[src/rtl/evt_timer.sv]
module evt_timer #(
  parameter int WIDTH = 16
) (
  input  logic       clk,
  input  logic       rst_n,
  input  logic       tick_en,
  input  logic       ext_pin,
  input  logic       bus_wr,
  input  logic       bus_rd,
  input  logic [1:0] bus_addr,
  input  logic [7:0] bus_wdata,
  output logic [7:0] bus_rdata,
  output logic       irq,
  output logic       wake
);
  localparam bit WIDE = (WIDTH > 8);
  localparam logic [WIDTH-1:0] ALL1 = '1;
  localparam logic [1:0] M_EVT = 2'b01, M_TMR = 2'b10, M_PW = 2'b11;

  logic [WIDTH-1:0] cnt;
  logic [15:0] pre16, pre_nxt, cnt16;
  logic [7:0]  lo_buf;
  logic [1:0]  mode;
  logic        run, edge_sel, ie, flag_q, meas;
  logic [2:0]  sy;

  wire pin_s    = sy[1];
  wire pin_d    = sy[2];
  wire lvl_act  = edge_sel ? pin_s : ~pin_s;
  wire act_edge = edge_sel ? (pin_s & ~pin_d) : (~pin_s & pin_d);
  wire ctl_wr   = bus_wr & (bus_addr == 2'd2);
  wire pre_wr   = bus_wr & ((bus_addr == 2'd0) | (WIDE & (bus_addr == 2'd1)));
  wire inc      = run & (((mode == M_EVT) & act_edge) |
                         ((mode == M_TMR) & tick_en) |
                         ((mode == M_PW) & meas & lvl_act & tick_en));
  wire ovf      = inc & (cnt == ALL1);
  wire pw_done  = (mode == M_PW) & run & meas & ~lvl_act;

  assign cnt16 = 16'(cnt);
  assign irq   = flag_q & ie;

  always_comb begin
    pre_nxt = pre16;
    if (bus_wr && bus_addr == 2'd0) pre_nxt[7:0] = bus_wdata;
    if (bus_wr && bus_addr == 2'd1 && WIDE) pre_nxt[15:8] = bus_wdata;
  end

  always_comb begin
    case (bus_addr)
      2'd0:    bus_rdata = WIDE ? lo_buf : cnt16[7:0];
      2'd1:    bus_rdata = WIDE ? cnt16[15:8] : 8'h00;
      2'd2:    bus_rdata = {mode, flag_q, run, edge_sel, ie, 2'b00};
      default: bus_rdata = 8'h00;
    endcase
  end

  always_ff @(posedge clk or negedge rst_n) begin
    if (!rst_n) sy <= '0;
    else        sy <= {sy[1:0], ext_pin};
  end

  always_ff @(posedge clk or negedge rst_n) begin
    if (!rst_n) begin
      cnt <= '0; pre16 <= '0; lo_buf <= '0; wake <= 1'b0; flag_q <= 1'b0;
      mode <= '0; run <= 1'b0; edge_sel <= 1'b0; ie <= 1'b0; meas <= 1'b0;
    end else begin
      pre16 <= pre_nxt;
      if (pre_wr && !run) cnt <= pre_nxt[WIDTH-1:0];
      else if (ovf)       cnt <= pre16[WIDTH-1:0];
      else if (inc)       cnt <= cnt + 1'b1;
      wake <= ovf;
      if (ovf)         flag_q <= 1'b1;
      else if (ctl_wr) flag_q <= flag_q & bus_wdata[5];
      if (ctl_wr) begin
        mode <= bus_wdata[7:6]; run <= bus_wdata[4];
        edge_sel <= bus_wdata[3]; ie <= bus_wdata[2]; meas <= 1'b0;
      end else if (pw_done) begin
        run <= 1'b0; meas <= 1'b0;
      end else if (mode == M_PW && run && !meas && act_edge) begin
        meas <= 1'b1;
      end
      if (bus_rd && bus_addr == 2'd1 && WIDE) lo_buf <= cnt16[7:0];
    end
  end


  ovf_reload_chk: assert property (@(posedge clk) disable iff (!rst_n)
    ovf |=> (cnt == $past(pre16[WIDTH-1:0])) && flag_q && wake);

  wake_flag_chk: assert property (@(posedge clk) disable iff (!rst_n)
    wake |-> flag_q);

  flag_src_chk: assert property (@(posedge clk) disable iff (!rst_n)
    $rose(flag_q) |-> $past(ovf));

  meas_run_chk: assert property (@(posedge clk) disable iff (!rst_n)
    meas |-> run);

  held_chk: assert property (@(posedge clk) disable iff (!rst_n)
    (!run && !bus_wr) |=> $stable(cnt));
endmodule

[config.mk]
export PLATFORM = sky130hd
export DESIGN_NAME = evt_timer
export DESIGN_NICKNAME = d
export VERILOG_FILES = /design/src/rtl/evt_timer.sv
export SDC_FILE = /design/constraint.sdc
export NUM_CORES = 1
export LEC_CHECK = 0
export CORE_AREA = 2 2 85 71
export DETAILED_ROUTE_END_ITERATION = 8
export DIE_AREA = 0 0 87 73
export GPL_ROUTABILITY_DRIVEN = 0
export PLACE_DENSITY_LB_ADDON = 0.1
export SKIP_CTS_REPAIR_TIMING = 1
export SYNTH_ARGS = -nofsm -noshare
export SYNTH_HDL_FRONTEND = slang
export SYNTH_SLANG_ARGS = --single-unit
[constraint.sdc]
create_clock -name clk -period 1.9 [get_ports clk]
set_input_delay 0.285 -clock clk [delete_from_list [all_inputs] [get_ports clk]]
set_output_delay 0.285 -clock clk [all_outputs]
set_load 0.01 [all_outputs]
======== After elaboration in Yosys (flattened, before gate mapping) ========
Index checks and enable logic that the tools add are counted.
word-level totals
  flip-flop bits (word level) ............. 51
  bits of input ports ..................... 16
  output and inout port bits .............. 10
  logic and storage cells ................. 69
operators by class
  add/sub/neg operators ................... 1
  equality and inequality tests ........... 6
  multiplexer cells ....................... 15
  bitwise gates (word level) .............. 22
  reductions and logical operators ........ 14
operators by type and width
  operator                                       count
  two-way mux 16 bit                             3
  case mux 8 bit (3 select lines)                1
  adder 16 x 1 -> 16 bit, second input constant  1
  AND 1 bit                                      16
  == test 16 bit, second input constant          1
  two-way mux 8 bit                              2
  two-way mux 1 bit                              9
  logical AND 1 bit                              7
  == test 2 bit, second input constant           3
  nonzero test 3 bit                             2
  == test 2 x 1 -> 1 bit, second input constant  2
  nonzero test 2 bit                             2
  NOT 1 bit                                      3
  bitwise OR 1 bit                               3
  logical NOT 1 bit                              2
  logical NOT 2 bit                              1

======== Depth between registers and ports, before layout ========
Gate-level depths: netlist of run 1.
  depth after elaboration ................. 10
  depth in mapped cells ................... 8

======== Worst setup path before layout of run 1 ========
No wires, ideal clock.
  kind .................................... register to register
  from .................................... register cnt[0]
  to ...................................... register cnt[11]
  library setup time ...................... 0.131 ns
  arrival time ............................ 1.930 ns
  required time ........................... 1.769 ns
  slack ................................... -0.161 ns
  stages on the path, launching flop included .. 9
  cell sequence ........................... dfrtp_1 ha_1 nand3_1 or4_1 clkbuf_2 or2_4 buf_6 o221ai_2 o211ai_1
between the ends
  cells in the longest elaborated chain, start to end .. 4
ends and longest elaborated chain
  item                                                      line    RTL
  from (decl)                                               20      logic [WIDTH-1:0] cnt;
  from (signal assigned)                                    68      if (pre_wr && !run) cnt <= pre_nxt[WIDTH-1:0];
  from (signal assigned)                                    69      else if (ovf) cnt <= pre16[WIDTH-1:0];
  from (signal assigned)                                    70      else if (inc) cnt <= cnt + 1'b1;
  adder 16 x 1 -> 16 bit or == test 16 bit (tied branches)  70, 36
  two-way mux 16 bit or AND 1 bit (tied branches)           70, 36
  two-way mux 16 bit                                        69
  two-way mux 16 bit                                        68
Parallel ways exist; a longest one is shown, timed or not. The select of a mux whose other input is x is not followed.
A chain may end at the register's enable or synchronous reset.

======== Final worst setup path of run 1 ========
  from .................................... register cnt[0]
  to ...................................... register cnt[5]
Same word-level chain as after synthesis.

==> results of run 1 <==
==> Yosys cell counts (all sizes together) (3+ instances only) <==
cell     n  area, sq um
dfrtp   51         1276
mux2    26        292.8
nand2   25        93.84
nor2    19        71.32
nand3   17        90.09
o21ai   16        83.83
mux2i   15        150.1
clkbuf  10        38.78
buf      6        35.03
inv      6        22.52
o211ai   6        45.04
and2     5        32.53
xor2     5        43.79
a21oi    4        20.02
nand3b   4        30.03
nand4    4        31.28
nor3     4        20.02
nor4     4        25.02
o311ai   4        42.55
a22oi    3        22.52
nand2b   3        18.77
o22ai    3        18.77
or2      3        21.28
xnor2    3        26.28
==> worst paths after layout <==
check	to	slack (ns)	cells after the start
max	cnt[5]	-0.09	7
min	sy[1]	0.35	0
max reg2reg	cnt[5]	-0.09	7
min reg2reg	sy[1]	0.35	0
max in group asynchronous	flag_q	0.88	3
min in group asynchronous	pre16[5]	0.48	2
==> per-layer routing <==
metal  up-vias  track usage [%]  wire (um)
met4         0            5.382         58
met1      1131            38.10       3676
met3         7            7.127        532
li1       1114                -          -
met5         -                0          0
met2        72            36.39       3269
==> cells by family (layout without fill, tap and decap cells) <==
logic type	count (synthesis)	in the layout	synth area share, %
multiplexers	41	41	16.19
AO/OA/AOI/OAI	49	49	12.90
flip-flops	51	51	46.66
XOR/XNOR	8	8	2.562
adder cells (fa/ha/maj)	1	1	0.4574
buffers and inverters	22	92	3.522
AND/OR/NAND/NOR	95	95	17.70
==> worst reg2reg max path: stages, from the launching register on <==
cell	delay (ns)
dfrtp_1	0.38
ha_2	0.21
nand3_2	0.08
or4_4	0.52
or2_4	0.33
buf_12	0.15
mux2i_1	0.14
o21ai_1	0.07
==> power by group through the flow <==
stage / Combinational [mW] / Clock, mW / Sequential (mW)
2_1_floorplan: 0.756 / 0 / 1.61
3_3_place_gp: 1.33 / 0 / 1.66
3_5_place_dp: 1.37 / 0 / 1.67
4_1_cts: 1.38 / 0.650 / 1.65
5_1_grt: 1.54 / 0.696 / 1.70
6_report: 1.41 / 0.639 / 1.66
==> final cells by class <==
| class | count | area (sq um) | share of cell area (%) |
|---|---|---|---|
| clock buffers | 6 | 72.57 | 1.987 |
| clock inverters | 2 | 12.51 | 0.3426 |
| multi-input cells | 194 | 1450 | 39.71 |
| repair buffers | 78 | 734.5 | 20.11 |
| well taps | 67 | 83.83 | 2.295 |
| flip-flops and latches | 51 | 1276 | 34.94 |
| inverters | 6 | 22.52 | 0.6167 |
==> state kept, by name, indices dropped and copies added (netlist names) <==
signal    flops
wake          1
run           1
ie            1
cnt          16
meas          1
sy            3
pre16        16
edge_sel      1
mode          2
flag_q        1
lo_buf        8
==> stage by stage <==
| stage | TNS (ns) | util [%] |
|---|---|---|
| final | -0.3383 | 65.23 |
| after global routing | -1.237 | 65.23 |
| after CTS | -2.995 | 63.02 |
| after detailed placement | -3.705 | 61.50 |
| after global placement | -3.036 | 61.50 |
| after floorplan | -0.9455 | - |
==> run summary, run 1 <==
Ys Warns -> 0
Placed Cells -> 394
CP Cell Sequence -> ha_2, nand3_2, or4_4, or2_4, buf_12, mux2i_1, o21ai_1
GR Overflow Total -> 0
Clock share of power -> 17.2%
Switching Share -> 35.93%
Worst Path Arrival -> 2.19 ns
Total Power -> 3.707 mW
Reg2reg start -> cnt[0]
H-tree Lvls -> 2
Area after DPL -> 3443 sq um
Pre-CTS setup slack -> -0.2677 ns
Vias in the first global route -> 2252
CTS root buf -> clkbuf_8
Final period util -> 104.7%
Wire per inst -> 18.65 um
Unique masters post-synth -> 53
Die area -> 6351 sq um
Post-Syn Nets -> 284
Cells after synthesis -> 267
Commonest non-fill, non-tap cell in the layout -> dfrtp_1
Design area -> 3652 sq um
Clock-pin slew on the worst setup and hold paths -> 0.10 ns
# clock sinks -> 51
HP Class -> reg2reg
Total track usage -> 25.35%
# fillers -> 478
CP Max Fanout -> 7
Area of the mapped netlist -> 2735 sq um
Slew Limit Fails -> 0
Final hold slack -> 0.3549 ns
Slew @ Worst Pin -> 0.5964 ns
Worst setup path startpoint -> cnt[0]
Slew headroom -> 59.87%
TritonCTS clock tree -> built
LEAKAGE -> 1.737 nW
Initial core utilization -> 48.85%
DRC errors left -> 0
Failing checks -> negative setup slack
Delay of the slowest cell on the worst path -> 0.52 ns
Synth Area per Inst -> 10.24 sq um
Post-synth EDFFs -> 0
Fin nets -> 353
TritonRoute pass-1 iters -> 4
Leading cell types in the layout, fill and taps excluded -> 51 x dfrtp_1, 46 x buf_4, 26 x mux2_2
Startpoint Class -> flip-flop
Switching pwr -> 1.332 mW
Ant diodes -> 0
Crit-path leading delay family -> simple AND/OR/NAND/NOR gates
RSZ-0062 raised after global routing -> yes
Worst setup margin -> -0.08864 ns
Worst-skew pair later-pin latency -> 0.31 ns
#FFs+latches synth -> 51
CTS max path bufs -> 2
Int Pwr -> 2.375 mW
Initial drt markers -> 124
Area Growth Syn to Fin -> 33.53%
Worst Skew -> 0.004562 ns
Critical path's slowest cell -> or4_4
Cts bufs inserted -> 5
Gate power share -> 38.0%
Layout cells sized above 1 -> 32.64%
Peak supply drop -> 0.5780 mV
Fraction of registers with async set/reset -> 100.0%
Fin crit period -> 1.989 ns
Global-route wire length before repair -> 11.96 mm
Via density per instance -> 5.752
Worst Path Required -> 2.10 ns
Die Height -> 73 um
Core area -> 5599 sq um
CP Class -> reg2reg
Largest net degree at the start of global routing -> 31
Max Cap Viol -> 0
IO buf count -> 25
Row count -> 25
Pwr/cell area -> 1015 nW/um^2
# setup viols final -> 7
Min-Delay Startpoint -> sy[0]
Routed WL -> 7.536 mm
Status -> finished, violations left
Via count -> 2324
Final hold viol count -> 0
Synth Flop Type -> dfrtp_1
Sequential share of power -> 44.7%
WP buf/inv -> 1
DRT antenna net count -> 0
Die extent in x -> 87 um
Critical Path End Type -> flip-flop
Final HPWL DP -> 5.512 mm
Sequential area share after synthesis -> 46.66%
Initial antenna violation count -> 0
# IOs -> 26
Max Clk Rate -> 0.5029 GHz
Non-Filler Instances -> 404
No activity file was read; power rests on OpenSTA's default activity.
==> run 2, diff against run 1 <==
CTS_CLUSTER_SIZE = 30   (was not set)
GPL_ROUTABILITY_DRIVEN = not set   (was 0)
clock period = 1.98 ns   (was 1.9 ns; I/O delays follow)
==> run 2 against run 1 <==
The flow still finishes with violations (negative setup slack). Sequential share of layout area rose by 0.44 points. First-iteration DRC count is 68% higher. Design area down 1.2%. Worst hold slack got worse by 0.0044 ns. Flip-flop and latch count stayed put. Sequential power shrank 3%. Global-route usage decreased by 0.99 points. Maximum frequency about the same. Non-clock buffer count decreased by 6. Utilization shrank 0.80 points. Via count up 0.47%. Final cell count fell by 1.7%. Highest routed layer unchanged.
==> run summary, run 2 (synthesized netlist as in run 1, its figures left out) <==
Worst setup margin -> -0.007863 ns
TritonCTS clock tree -> built
Switching Share -> 34.89%
Critical Path End Type -> flip-flop
Vias in the first global route -> 2189
HP Class -> reg2reg
Top flop regs -> cnt (16), pre16 (16), lo_buf (8)
Leading cell types in the layout, fill and taps excluded -> 51 x dfrtp_1, 39 x buf_4, 26 x mux2_2
Die area -> 6351 sq um
Final HPWL DP -> 5.293 mm
Gate power share -> 36.6%
RSZ-0062 raised after global routing -> yes
Initial antenna violation count -> 0
Sequential share of power -> 46.0%
Area Growth Syn to Fin -> 31.88%
Slew Limit Fails -> 0
Clock share of power -> 17.4%
Pre-CTS setup slack -> -0.1543 ns
Slew @ Worst Pin -> 0.5419 ns
LEAKAGE -> 1.643 nW
Max Clk Rate -> 0.5031 GHz
Placed Cells -> 386
Ant diodes -> 0
Failing checks -> negative setup slack
Total track usage -> 24.35%
Peak supply drop -> 0.5687 mV
# fillers -> 461
CTS root buf -> clkbuf_8
Routability Congestion -> 0.9099
Delay of the slowest cell on the worst path -> 0.51 ns
Max Cap Viol -> 0
Cts bufs inserted -> 5
Initial drt markers -> 208
# setup viols final -> 2
Die Height -> 73 um
Final hold viol count -> 0
Commonest non-fill, non-tap cell in the layout -> dfrtp_1
Row count -> 25
Post-Route Utilization -> 64.42%
Startpoint Class -> flip-flop
Area after DPL -> 3371 sq um
Design area -> 3607 sq um
Reg area -> 1276 sq um
CP Class -> reg2reg
Initial core utilization -> 48.85%
CP Max Fanout -> 6
H-tree Lvls -> 2
Global-route wire length before repair -> 11.69 mm
Die extent in x -> 87 um
# IOs -> 26
Pwr/cell area -> 968.6 nW/um^2
Final period util -> 100.4%
Via density per instance -> 5.882
Int Pwr -> 2.275 mW
# clock sinks -> 51
DRC errors left -> 0
GR Overflow Total -> 0
Multi-input gate area -> 1455 sq um
Layout cells sized above 1 -> 31.82%
Fin nets -> 347
Clock-pin slew on the worst setup and hold paths -> 0.09 ns
Worst Path Arrival -> 2.18 ns
Final hold slack -> 0.3504 ns
Slew headroom -> 63.87%
Worst-skew pair later-pin latency -> 0.31 ns
IO buf count -> 25
Status -> finished, violations left
Non-Filler Instances -> 397
Worst Path Required -> 2.17 ns
Largest net degree at the start of global routing -> 31
TritonRoute pass-1 iters -> 4
Wire per inst -> 18.54 um
R2R Setup Slk -> -0.008 ns
Via count -> 2335
Switching pwr -> 1.219 mW
Critical path's slowest cell -> or4_4
Setup_tns -> -0.008740 ns
CP Cell Sequence -> ha_2, nand3_2, or4_4, or2_4, buf_12, mux2i_1, o21ai_1
Fin crit period -> 1.988 ns
Routed WL -> 7.360 mm
DRT antenna net count -> 0
Worst Skew -> 0.008959 ns
Core area -> 5599 sq um
CTS max path bufs -> 2
Total Power -> 3.494 mW
==> run 2: power groups by stage <==
stage | combinational, mW | sequential [mW] | clock (mW)
CTS | 1.24 | 1.59 | 0.621
global placement | 1.21 | 1.60 | 0
floorplan | 0.725 | 1.54 | 0
finish | 1.28 | 1.61 | 0.606
detailed placement | 1.24 | 1.61 | 0
global route | 1.42 | 1.65 | 0.666
==> run 2: layout make-up <==
class	count	share of cell area, %
clock buffers	6	2.289
repair buffers	72	18.90
multi-input cells	194	40.34
flip-flops and latches	51	35.38
inverters	6	0.6243
clock inverters	1	0.1387
well taps	67	2.324
==> run 2: critical path, delay by kind of cell (launching register included) <==
| family | cells | cell delay (ns) |
|---|---|---|
| simple gates | 3 | 0.91 |
| fa+ha+maj | 1 | 0.21 |
| mux | 1 | 0.15 |
| buf+inv | 1 | 0.16 |
| compound gates | 1 | 0.07 |
| flops | 1 | 0.38 |
==> run 2: routing by layer <==
layer	global-route usage [%]	share of wire (%)	vias to the layer above
met5	0	0	-
li1	-	-	1101
met1	38.72	51	1163
met4	5.208	0.80	0
met2	33.42	42	65
met3	5.543	5.4	6
==> run 2: final timing paths <==
check                      startpoint     end  cells after the start
max in group asynchronous       rst_n   sy[0]                      3
max reg2reg                    cnt[0]  cnt[5]                      7
max                            cnt[0]  cnt[5]                      7
min                             sy[0]   sy[1]                      0
min reg2reg                     sy[0]   sy[1]                      0
min in group asynchronous       rst_n    wake                      2
